`src/rtl/seqcomp_pkg.sv`:
```
package seqcomp_pkg;

    localparam int DW  = 16;          // phasor component width
    localparam int RW  = DW + 2;      // rotated component width
    localparam int SW  = DW + 3;      // three-term sum width
    localparam int CF  = 15;          // fraction bits of rotation constants
    localparam int TF  = 16;          // fraction bits of the one-third constant
    localparam int PW  = 2 * DW + 2;  // rotation product width
    localparam int QW  = SW + TF + 5; // scaling product width
    localparam int LAT = 4;           // pipeline depth

    localparam logic signed [DW:0] ROT_COS = -17'sd16384; // cos(120 deg), Q1.15
    localparam logic signed [DW:0] ROT_SIN = 17'sd28378;  // sin(120 deg), Q1.15
    localparam logic signed [DW:0] THIRD   = 17'sd21845;  // 1/3, Q0.16

    localparam logic signed [QW-1:0] MAX_Q = QW'((1 << (DW - 1)) - 1);
    localparam logic signed [QW-1:0] MIN_Q = -MAX_Q - QW'(1);

    typedef struct packed {
        logic signed [DW-1:0] re;
        logic signed [DW-1:0] im;
    } phasor_t;

    typedef struct packed {
        logic signed [RW-1:0] re;
        logic signed [RW-1:0] im;
    } rot_t;

    typedef struct packed {
        logic signed [SW-1:0] re;
        logic signed [SW-1:0] im;
    } sum_t;

    function automatic logic signed [DW-1:0] sat_dw(input logic signed [QW-1:0] v);
        if (v > MAX_Q)      return MAX_Q[DW-1:0];
        else if (v < MIN_Q) return MIN_Q[DW-1:0];
        else                return v[DW-1:0];
    endfunction

    function automatic logic signed [DW-1:0] scale_third(input logic signed [SW-1:0] s);
        logic signed [QW-1:0] p;
        p = QW'(s) * QW'(THIRD) + QW'(1 << (TF - 1));
        return sat_dw(p >>> TF);
    endfunction

    function automatic logic [DW:0] abs_w(input logic signed [DW-1:0] v);
        logic signed [DW:0] e;
        e = (DW + 1)'(v);
        return (e < 0) ? (DW + 1)'(-e) : (DW + 1)'(e);
    endfunction

    function automatic logic [DW-1:0] mag_est(input phasor_t p);
        logic [DW:0] a, b, hi, lo, s;
        a  = abs_w(p.re);
        b  = abs_w(p.im);
        hi = (a > b) ? a : b;
        lo = (a > b) ? b : a;
        s  = hi + (lo >> 1);
        return s[DW-1:0];
    endfunction

endpackage

```
`src/rtl/seq_rotator.sv`:
```
module seq_rotator
    import seqcomp_pkg::*;
(
    input  logic    clk,
    input  logic    rst,
    input  phasor_t vin,
    output rot_t    fwd,   // a * vin
    output rot_t    bwd,   // a^2 * vin
    output phasor_t vdly
);
    localparam logic signed [PW-1:0] HALF = PW'(1 << (CF - 1));

    logic signed [PW-1:0] cx, cy, sx, sy;

    always_comb begin
        cx = PW'(ROT_COS) * PW'($signed(vin.re));
        cy = PW'(ROT_COS) * PW'($signed(vin.im));
        sx = PW'(ROT_SIN) * PW'($signed(vin.re));
        sy = PW'(ROT_SIN) * PW'($signed(vin.im));
    end

    always_ff @(posedge clk) begin
        if (rst) begin
            fwd  <= '0;
            bwd  <= '0;
            vdly <= '0;
        end else begin
            fwd.re <= RW'((cx - sy + HALF) >>> CF);
            fwd.im <= RW'((sx + cy + HALF) >>> CF);
            bwd.re <= RW'((cx + sy + HALF) >>> CF);
            bwd.im <= RW'((cy - sx + HALF) >>> CF);
            vdly   <= vin;
        end
    end

    // since 1 + a + a^2 = 0, the two rotations must cancel the original to within 1 LSB
    logic signed [RW+1:0] res_re, res_im;
    assign res_re = (RW + 2)'(fwd.re) + (RW + 2)'(bwd.re) + (RW + 2)'($signed(vdly.re));
    assign res_im = (RW + 2)'(fwd.im) + (RW + 2)'(bwd.im) + (RW + 2)'($signed(vdly.im));


    rot_cancel_chk: assert property (@(posedge clk) disable iff (rst)
        (res_re >= -1) && (res_re <= 1) && (res_im >= -1) && (res_im <= 1));

endmodule

```
`src/rtl/seq_combiner.sv`:
```
module seq_combiner
    import seqcomp_pkg::*;
(
    input  logic    clk,
    input  logic    rst,
    input  phasor_t l1,
    input  phasor_t l2,
    input  phasor_t l3,
    input  rot_t    l2_fwd,
    input  rot_t    l2_bwd,
    input  rot_t    l3_fwd,
    input  rot_t    l3_bwd,
    output phasor_t pos_o,
    output phasor_t neg_o,
    output phasor_t zer_o
);
    localparam logic signed [SW-1:0] MAX_S = SW'((1 << (DW - 1)) - 1);

    sum_t s_pos, s_neg, s_zer;

    // stage 2: three-term sums, phase order swapped between positive and negative
    always_ff @(posedge clk) begin
        if (rst) begin
            s_pos <= '0;
            s_neg <= '0;
            s_zer <= '0;
        end else begin
            s_pos.re <= SW'($signed(l1.re)) + SW'(l2_fwd.re) + SW'(l3_bwd.re);
            s_pos.im <= SW'($signed(l1.im)) + SW'(l2_fwd.im) + SW'(l3_bwd.im);
            s_neg.re <= SW'($signed(l1.re)) + SW'(l2_bwd.re) + SW'(l3_fwd.re);
            s_neg.im <= SW'($signed(l1.im)) + SW'(l2_bwd.im) + SW'(l3_fwd.im);
            s_zer.re <= SW'($signed(l1.re)) + SW'($signed(l2.re)) + SW'($signed(l3.re));
            s_zer.im <= SW'($signed(l1.im)) + SW'($signed(l2.im)) + SW'($signed(l3.im));
        end
    end

    // stage 3: divide by three for positive/negative, clamp all
    always_ff @(posedge clk) begin
        if (rst) begin
            pos_o <= '0;
            neg_o <= '0;
            zer_o <= '0;
        end else begin
            pos_o.re <= scale_third(s_pos.re);
            pos_o.im <= scale_third(s_pos.im);
            neg_o.re <= scale_third(s_neg.re);
            neg_o.im <= scale_third(s_neg.im);
            zer_o.re <= sat_dw(QW'(s_zer.re));
            zer_o.im <= sat_dw(QW'(s_zer.im));
        end
    end


    zero_sign_chk: assert property (@(posedge clk) disable iff (rst)
        (s_zer.re > 0) |=> ($signed(zer_o.re) > 0));


    no_wrap_chk: assert property (@(posedge clk) disable iff (rst)
        (s_zer.im > MAX_S) |=> ($signed(zer_o.im) == 16'sd32767));


    third_sign_chk: assert property (@(posedge clk) disable iff (rst)
        (s_pos.re < -1) |=> ($signed(pos_o.re) < 0));

endmodule

```
`src/rtl/seq_magnitude.sv`:
```
module seq_magnitude
    import seqcomp_pkg::*;
(
    input  logic          clk,
    input  logic          rst,
    input  phasor_t       pin,
    output phasor_t       pout,
    output logic [DW-1:0] mag
);
    always_ff @(posedge clk) begin
        if (rst) begin
            pout <= '0;
            mag  <= '0;
        end else begin
            pout <= pin;
            mag  <= mag_est(pin);
        end
    end

    // estimate never below the larger component, never above 1.5x of it
    logic [DW:0] ar, ai;
    assign ar = abs_w(pout.re);
    assign ai = abs_w(pout.im);


    mag_range_chk: assert property (@(posedge clk) disable iff (rst)
        ((DW + 1)'(mag) >= ar) && ((DW + 1)'(mag) >= ai) &&
        ((DW + 2)'(mag) <= (DW + 2)'(ar) + (DW + 2)'(ai)));

endmodule

```
`src/rtl/seq_component_calc.sv`:
```
module seq_component_calc
    import seqcomp_pkg::*;
(
    input  logic                 clk,
    input  logic                 rst,
    input  logic                 in_valid,
    input  logic signed [15:0]   l1_re,
    input  logic signed [15:0]   l1_im,
    input  logic signed [15:0]   l2_re,
    input  logic signed [15:0]   l2_im,
    input  logic signed [15:0]   l3_re,
    input  logic signed [15:0]   l3_im,
    output logic                 out_valid,
    output logic signed [15:0]   pos_re,
    output logic signed [15:0]   pos_im,
    output logic signed [15:0]   neg_re,
    output logic signed [15:0]   neg_im,
    output logic signed [15:0]   zero_re,
    output logic signed [15:0]   zero_im,
    output logic [15:0]          pos_mag,
    output logic [15:0]          neg_mag,
    output logic [15:0]          zero_mag
);
    localparam int NPH = 3;

    phasor_t in_ph [NPH];
    phasor_t l1_d;
    rot_t    rf [NPH-1];
    rot_t    rb [NPH-1];
    phasor_t rd [NPH-1];
    phasor_t seq_c [NPH];   // 0 positive, 1 negative, 2 zero
    phasor_t seq_f [NPH];
    logic [DW-1:0] seq_m [NPH];
    logic [LAT-1:0] vpipe;

    assign in_ph[0] = {l1_re, l1_im};
    assign in_ph[1] = {l2_re, l2_im};
    assign in_ph[2] = {l3_re, l3_im};

    // stage 1: L1 delay alongside rotations of L2 and L3
    always_ff @(posedge clk) begin
        if (rst) l1_d <= '0;
        else     l1_d <= in_ph[0];
    end

    for (genvar g = 0; g < NPH - 1; g++) begin : g_rot
        seq_rotator u_rot (
            .clk  (clk),
            .rst  (rst),
            .vin  (in_ph[g+1]),
            .fwd  (rf[g]),
            .bwd  (rb[g]),
            .vdly (rd[g])
        );
    end

    // stages 2 and 3
    seq_combiner u_comb (
        .clk    (clk),
        .rst    (rst),
        .l1     (l1_d),
        .l2     (rd[0]),
        .l3     (rd[1]),
        .l2_fwd (rf[0]),
        .l2_bwd (rb[0]),
        .l3_fwd (rf[1]),
        .l3_bwd (rb[1]),
        .pos_o  (seq_c[0]),
        .neg_o  (seq_c[1]),
        .zer_o  (seq_c[2])
    );

    // stage 4
    for (genvar k = 0; k < NPH; k++) begin : g_mag
        seq_magnitude u_mag (
            .clk  (clk),
            .rst  (rst),
            .pin  (seq_c[k]),
            .pout (seq_f[k]),
            .mag  (seq_m[k])
        );
    end

    always_ff @(posedge clk) begin
        if (rst) vpipe <= '0;
        else     vpipe <= {vpipe[LAT-2:0], in_valid};
    end

    assign out_valid = vpipe[LAT-1];
    assign pos_re    = seq_f[0].re;
    assign pos_im    = seq_f[0].im;
    assign neg_re    = seq_f[1].re;
    assign neg_im    = seq_f[1].im;
    assign zero_re   = seq_f[2].re;
    assign zero_im   = seq_f[2].im;
    assign pos_mag   = seq_m[0];
    assign neg_mag   = seq_m[1];
    assign zero_mag  = seq_m[2];

    // cycles since reset, saturating at the pipeline depth
    logic [2:0] since_rst;
    always_ff @(posedge clk) begin
        if (rst)                    since_rst <= '0;
        else if (since_rst < 3'(LAT)) since_rst <= since_rst + 3'd1;
    end


    valid_delay_chk: assert property (@(posedge clk) disable iff (rst)
        (since_rst == 3'(LAT)) |-> (out_valid == $past(in_valid, 4)));


    valid_quiet_chk: assert property (@(posedge clk) disable iff (rst)
        (since_rst < 3'(LAT)) |-> !out_valid);

endmodule

```
`config.mk`:
```
export PLATFORM = sky130hd
export DESIGN_NAME = seq_component_calc
export DESIGN_NICKNAME = d
export VERILOG_FILES = /design/src/rtl/seqcomp_pkg.sv /design/src/rtl/seq_rotator.sv /design/src/rtl/seq_combiner.sv /design/src/rtl/seq_magnitude.sv /design/src/rtl/seq_component_calc.sv
export SDC_FILE = /design/constraint.sdc
export NUM_CORES = 2
export LEC_CHECK = 0
export ABC_CLOCK_PERIOD_IN_PS = 8500
export BUFFER_PORTS_ARGS = -buffer_cell sky130_fd_sc_hd__buf_4
export CORE_ASPECT_RATIO = 0.6
export CORE_MARGIN = 10
export CORE_UTILIZATION = 25
export CTS_CLUSTER_DIAMETER = 50
export DETAILED_ROUTE_END_ITERATION = 10
export PLACE_DENSITY = 0.41
export SETUP_SLACK_MARGIN = 0.1
export SYNTH_ARGS = -nofsm -noshare
export SYNTH_HDL_FRONTEND = slang
export SYNTH_SLANG_ARGS = --single-unit
```
`constraint.sdc`:
```
create_clock -name clk -period 8.5 [get_ports clk]
set_input_delay 0 -clock clk [delete_from_list [all_inputs] [get_ports clk]]
set_output_delay 0 -clock clk [all_outputs]
set_load 0.02 [all_outputs]
```
## Word level (Yosys, flattened, before mapping)

Index checks and enable logic that the tools add are counted.
Widths: inputs -> output; s select.

- Bits in registers: 598
- Bits of input ports: 99
- Output and inout port bits: 145

- Add/sub/neg operators: 45
- Multipliers: 8
- $lt $le $gt $ge: 21
- Muxes and demuxes: 24
- Reductions and logical operators: 6

Operators by type and width:

| cell | number |
|---|---|
| $add 33x16->33 const B | 8 |
| $mux 17 | 9 |
| $add 35x17->36 const B | 4 |
| $mux 16 | 9 |
| $mul 19x16->35 const B | 4 |
| $add 33x33->33 | 4 |
| $sub 33x33->33 | 4 |
| $mul 15x16->31 const A | 4 |
| $neg 16->17 | 6 |
| $gt 24x16->1 const B | 4 |
| $lt 16x1->1 const B | 6 |
| $lt 24x16->1 const B | 4 |
| $mux 15 | 6 |
| $add 16x18->19 | 4 |
| $add 19x18->19 | 4 |
| $neg 16->19 | 4 |
| $gt 17x17->1 | 3 |
| $add 16x16->16 | 3 |
| $gt 19x16->1 const B | 2 |
| $lt 19x16->1 const B | 2 |
| $add 17x16->18 | 2 |
| $add 16x16->17 | 2 |
| $reduce_or 2->1 | 6 |

## Logic depth before layout (Yosys ltp)

- Word-level depth: 5
- Gate-level depth with buffers: 36
- Gate-level depth less buffers: 36

## By module

From an unflattened synthesis, not the netlist that was laid out.

- Cell total of the unflattened synthesis: 8835
- Area total of the unflattened synthesis: 82325.2 sq um

Modules (own cells, without submodules):

| module | instances | cells each | area each (sq um) | sequential area each (sq um) |
|---|---|---|---|---|
| seq_rotator | 2 | 2081 | 18878.1 | 2082.0 |
| seq_combiner | 1 | 3465 | 33783.7 | 4164.0 |
| seq_magnitude (g_mag[0].u_mag ...) | 2 | 383 | 3268.1 | 960.9 |
| seq_magnitude (g_mag[2].u_mag) | 1 | 367 | 3254.4 | 960.9 |
| seq_component_calc | 1 | 75 | 994.7 | 720.7 |

## Least setup slack after synthesis

OpenSTA, ideal clock, no wires.

- Kind: input port to flip-flop
- From: input port l3_im[15]
- To: register g_rot[1].u_rot.fwd[35] (netlist name)
- Setup time: 0.128 ns
- Data arrival time: 8.028 ns
- Required time: 8.372 ns
- Slack: 0.344 ns
- Stages on the path: 33
- Buffers on the path: 1
- Path through: clkbuf_1 > clkinv_1 > ha_1 > fa_1 > fa_1 > fa_1 > fa_1 > inv_1 > fa_1 > inv_1 > ha_1 > and3_1 > and3_1 > a211o_1 > o21ai_1 > nor2b_1 > o21ai_0 > nand2b_1 > xnor2_1 > ha_1 > ha_1 > a21o_1 > a21o_1 > a21o_1 > a21o_1 > a21o_1 > a21o_1 > a21oi_1 > o31ai_2 > nor4b_1 > a211oi_1 > xnor3_1 > nor2_1

- Cells in the longest elaborated chain, start to end: 3

Ends and longest elaborated chain:

| what | line | RTL |
|---|---|---|
| from (decl) | seq_component_calc.sv:12 | `input logic signed [15:0] l3_im,` |
| $mul 15x16->31 | seq_rotator.sv:19 | `sy = PW'(ROT_SIN) * PW'($signed(vin.im));` |
| $sub 33x33->33 | seq_rotator.sv:28 | `fwd.re <= RW'((cx - sy + HALF) >>> CF);` |
| $add 33x16->33 | seq_rotator.sv:28 |  |
| to (decl) | seq_rotator.sv:7 | `output rot_t fwd,` |

Every way passes these cells.
A chain may end at the register's enable or synchronous reset.

## Worst setup path in the final report

- From: input port l2_im[8]
- To: register g_rot[0].u_rot.fwd[29] (netlist name)

- Cells in the longest elaborated chain, start to end: 3

Ends and longest elaborated chain:

| what | line | RTL |
|---|---|---|
| from (decl) | seq_component_calc.sv:10 | `input logic signed [15:0] l2_im,` |
| $mul 15x16->31 | seq_rotator.sv:19 |  |
| $sub 33x33->33 | seq_rotator.sv:28 |  |
| $add 33x16->33 | seq_rotator.sv:28 |  |
| to (decl) | seq_rotator.sv:7 |  |

Every way passes these cells.

==> results.py <==
metrics = {
    "cells_and_area": {
        "multi_input_area_um2": 60700,
        "drive_gt1_share_pct": 5.95,
        "layout.nets": 11644,
        "fin_area_um2": 92300,
        "area_growth_pct": 14.3,
        "seqCellArea_um2": 11900,
        "fillers": 34291,
    },
    "routing": {
        "viasPerCell": 4.32,
        "wl_per_cell_um": 19.8,
        "vias": 57994,
        "wirelength_um": 266000,
        "drtPass1Iterations": 6,
        "drtAntennaViolNets": 0,
        "drc": 0,
        "first_iter_violations": 3557,
    },
    "worst_setup_path": {
        "r2r-start": "u_comb.s_pos[25]",
        "crit_path_start": "l2_im[8]",
        "reg2reg_depth": 21,
        "cp_max_fo": 8,
        "reg2reg_to": "u_comb.pos_o[21]",
        "cp-endpoint": "g_rot[0].u_rot.fwd[29]",
        "critical_path_class": "in2reg",
        "critPathMostFrequentCell": "fa_1",
        "cp.required_ns": 9.16,
        "cp_slowest_cell": "nor3_1",
        "cpPeakStageDelay_ns": 0.64,
        "r2r_setup_slack_ns": 0.99,
        "arrival_ns": 8.68,
        "end_kind": "flip-flop",
        "cp-start-kind": "input pin",
    },
    "clock_tree": {
        "clk_pin_slew_ns": 0.06,
        "cts_tree": "done",
        "cts_buffer_depth": 3,
        "root_buffer": "clkbuf_16",
        "cts_max_level": 3,
        "cts.sinks": 596,
        "numCtsBuffers": 86,
        "clk_latency_ns": 0.71,
        "post_cts_buffers": 0,
    },
    "yosys": {
        "avgSynthCellArea_um2": 9.35,
        "ys.flop_type": "dfxtp_1",
        "postSynthCellCount": 8628,
        "synth-edff-count": 0,
        "synth_top_area_share_pct": 25.9,
        "synth-seq-cells": 596,
        "ys_seq_area_share_pct": 14.8,
        "synth_area_leader_cell": "fa_1",
        "synth_cell_types": 99,
        "synth_area_um2": 80700,
        "synth_area_leaders": "fa_1, ha_1, dfxtp_1",
        "async_flop_share_pct": 0,
        "yosys_warnings": 0,
    },
    "die": {
        "rows": 161,
        "io_pins": 244,
        "die_x_um": 753,
        "dieArea_um2": 347000,
        "die_y_um": 460,
        "design.core.area_um2": 321000,
        "start_util_pct": 25.1,
    },
    "global_route": {
        "grt_usage_pct": 15.2,
        "grt_pass1_wl_um": 400000,
        "grt_max_degree": 160,
        "first_global_vias": 60227,
        "grt-ovfl-total": 0,
        "antenna_found_initial": 22,
    },
    "sta": {
        "timing.fmax_mhz": 125,
        "setup_viol": 0,
        "fin_crit_sh_pct": 94.4,
        "post-route-min-period_ns": 8.02,
        "finClkSkew_ns": 0.0699,
        "setup-tns-final_ns": 0,
        "tightest_slew_ns": 1.20,
        "slew_viol_final": 0,
        "finalHoldViolCount": 0,
        "rsz0062_at_grt": "true",
        "max_slew_margin_pct": 19.9,
        "whs_ns": 0.0526,
    },
    "flow_run": {
        "cap_viol_max_count": 0,
    },
    "placement": {
        "dp_hpwl_um": 238000,
        "dpl_cell_area_um2": 88100,
        "port_buffers": 243,
        "routabilityCongestion": 0.907,
    },
    "worst_hold_path": {
        "hp-class": "in2reg",
    },
    "run_status": {
        "status": "finished, final reports clean",
    },
}
-- what timing repair did --
| item | in CTS | in global routing |
|---|---|---|
| setup endpoints to repair | 0 | 26 |
| hold buffers | 94 | 0 |
| gates resized for setup | 0 | 27 |
| hold endpoints to repair | 133 | 0 |
-- placed cells by master, fill, tap and decap left out, types with 17 or more instances in the layout --
cell type / n
or3_1: 42
o211ai_1: 23
nand2_1: 201
xor2_1: 239
o21ai_0: 240
o31ai_1: 33
nor3_1: 129
a21boi_0: 38
buf_4: 306
xnor2_1: 298
a21oi_1: 306
dfxtp_1: 596
nand4_1: 44
nor4_1: 21
nor2b_1: 221
a21o_1: 205
o21a_1: 65
a31oi_1: 39
a211oi_1: 29
o21bai_1: 31
o41ai_1: 17
dlygate4sd3_1: 94
and3_1: 61
clkbuf_16: 87
inv_1: 2074
nor2_1: 489
mux2i_1: 102
nand3_1: 89
ha_1: 1477
nand2b_1: 72
o21ai_1: 28
fa_1: 1045
-- kinds of logic (layout without fill, tap and decap cells) --
kind of cell | count (synthesis) | in the layout | synth area share [%]
AOI/OAI and AO/OA | 1204 | 1204 | 9.71
xor gates and xnor gates | 544 | 544 | 5.98
adders and majority gates | 2523 | 2523 | 48.8
buffers and inverters | 2177 | 2639 | 10.1
DFF | 596 | 596 | 14.8
muxes | 108 | 108 | 1.35
other | 2 | 17 | 0.00931
and+or+nand+nor | 1474 | 1474 | 9.17
-- critical path: cells and delay by family --
| kind | cells | cell delay [ns] |
|---|---|---|
| xor gates and xnor gates | 1 | 0.17 |
| AOI/OAI and AO/OA | 10 | 2.16 |
| and+or+nand+nor | 4 | 1.14 |
| adders and majority gates | 9 | 3.92 |
| buffers and inverters | 8 | 1.29 |
-- flip-flops by register name, summed over array words and instances (netlist names) --
signal            flops
g_rot.u_rot.bwd      72
u_comb.neg_o         32
u_comb.pos_o         32
g_rot.u_rot.fwd      72
vpipe                 4
l1_d                 32
u_comb.s_neg         38
g_mag.u_mag.pout     96
u_comb.zer_o         32
g_rot.u_rot.vdly     64
g_mag.u_mag.mag      48
u_comb.s_zer         36
u_comb.s_pos         38
-- worst min-delay path by stage --
| stage | startpoint | endpoint | slack (ns) | cells after the start |
|---|---|---|---|---|
| 6_report | l3_re[15] | g_rot[1].u_rot.vdly[31] | 0.05 | 4 |
| 5_1_grt | l1_im[4] | l1_d[4] | 0.04 | 3 |
| 4_1_cts | l1_im[5] | l1_d[5] | 0.006 | 3 |
| 3_5_place_dp | l1_re[7] | l1_d[23] | 0.22 | 2 |
| 3_3_place_gp | in_valid | vpipe[0] | 0.22 | 2 |
| 2_1_floorplan | l1_im[0] | l1_d[0] | 0.13 | 1 |
-- cell usage after synthesis, types with 21 or more instances --
cell	count
xor2_1	240
nor3_1	129
a211oi_1	29
nand2b_1	72
a21o_1	205
nor2b_1	221
nor4_1	21
ha_1	1477
o21bai_1	31
mux2i_1	102
fa_1	1045
dfxtp_1	596
nor2_1	490
o21a_1	65
a21boi_0	40
a21oi_1	311
o31ai_1	33
or3_1	42
o21ai_0	248
o21ai_1	22
nand2_1	201
inv_1	2075
clkbuf_1	85
o211ai_1	23
a31oi_1	41
nand4_1	44
xnor2_1	299
and3_1	61
nand3_1	89
-- stage by stage --
step           setup WS [ns]  cells  util (%)
6_report               0.478  13424      28.7
5_1_grt               0.0184  13420      28.7
4_1_cts                0.220  13413      28.7
3_5_place_dp         0.00637  13160      27.4
3_3_place_gp          0.0169  13160      27.4
2_1_floorplan          0.344   8632         -
-- layout make-up --
| type | instances | share of cell area (%) |
|---|---|---|
| Sequential cell | 596 | 12.9 |
| Timing Repair Buffer | 403 | 3.57 |
| Antenna cell | 11 | 0.0298 |
| Inverter | 2077 | 8.45 |
| Tap cell | 4319 | 5.86 |
| Multi-Input combinational cell | 5859 | 65.8 |
| Clock inverter | 56 | 0.830 |
| Clock buffer | 103 | 2.54 |
-- layer usage --
layer / share of wire (%) / GRT usage, %
met1: 57 / 25.0
met2: 37 / 20.4
met3: 4.5 / 2.11
met4: 1.5 / 2.42
met5: 0.0049 / 0
Power is not shown: default switching activity piles up to over one toggle a cycle in this logic, so the estimate is an artifact.
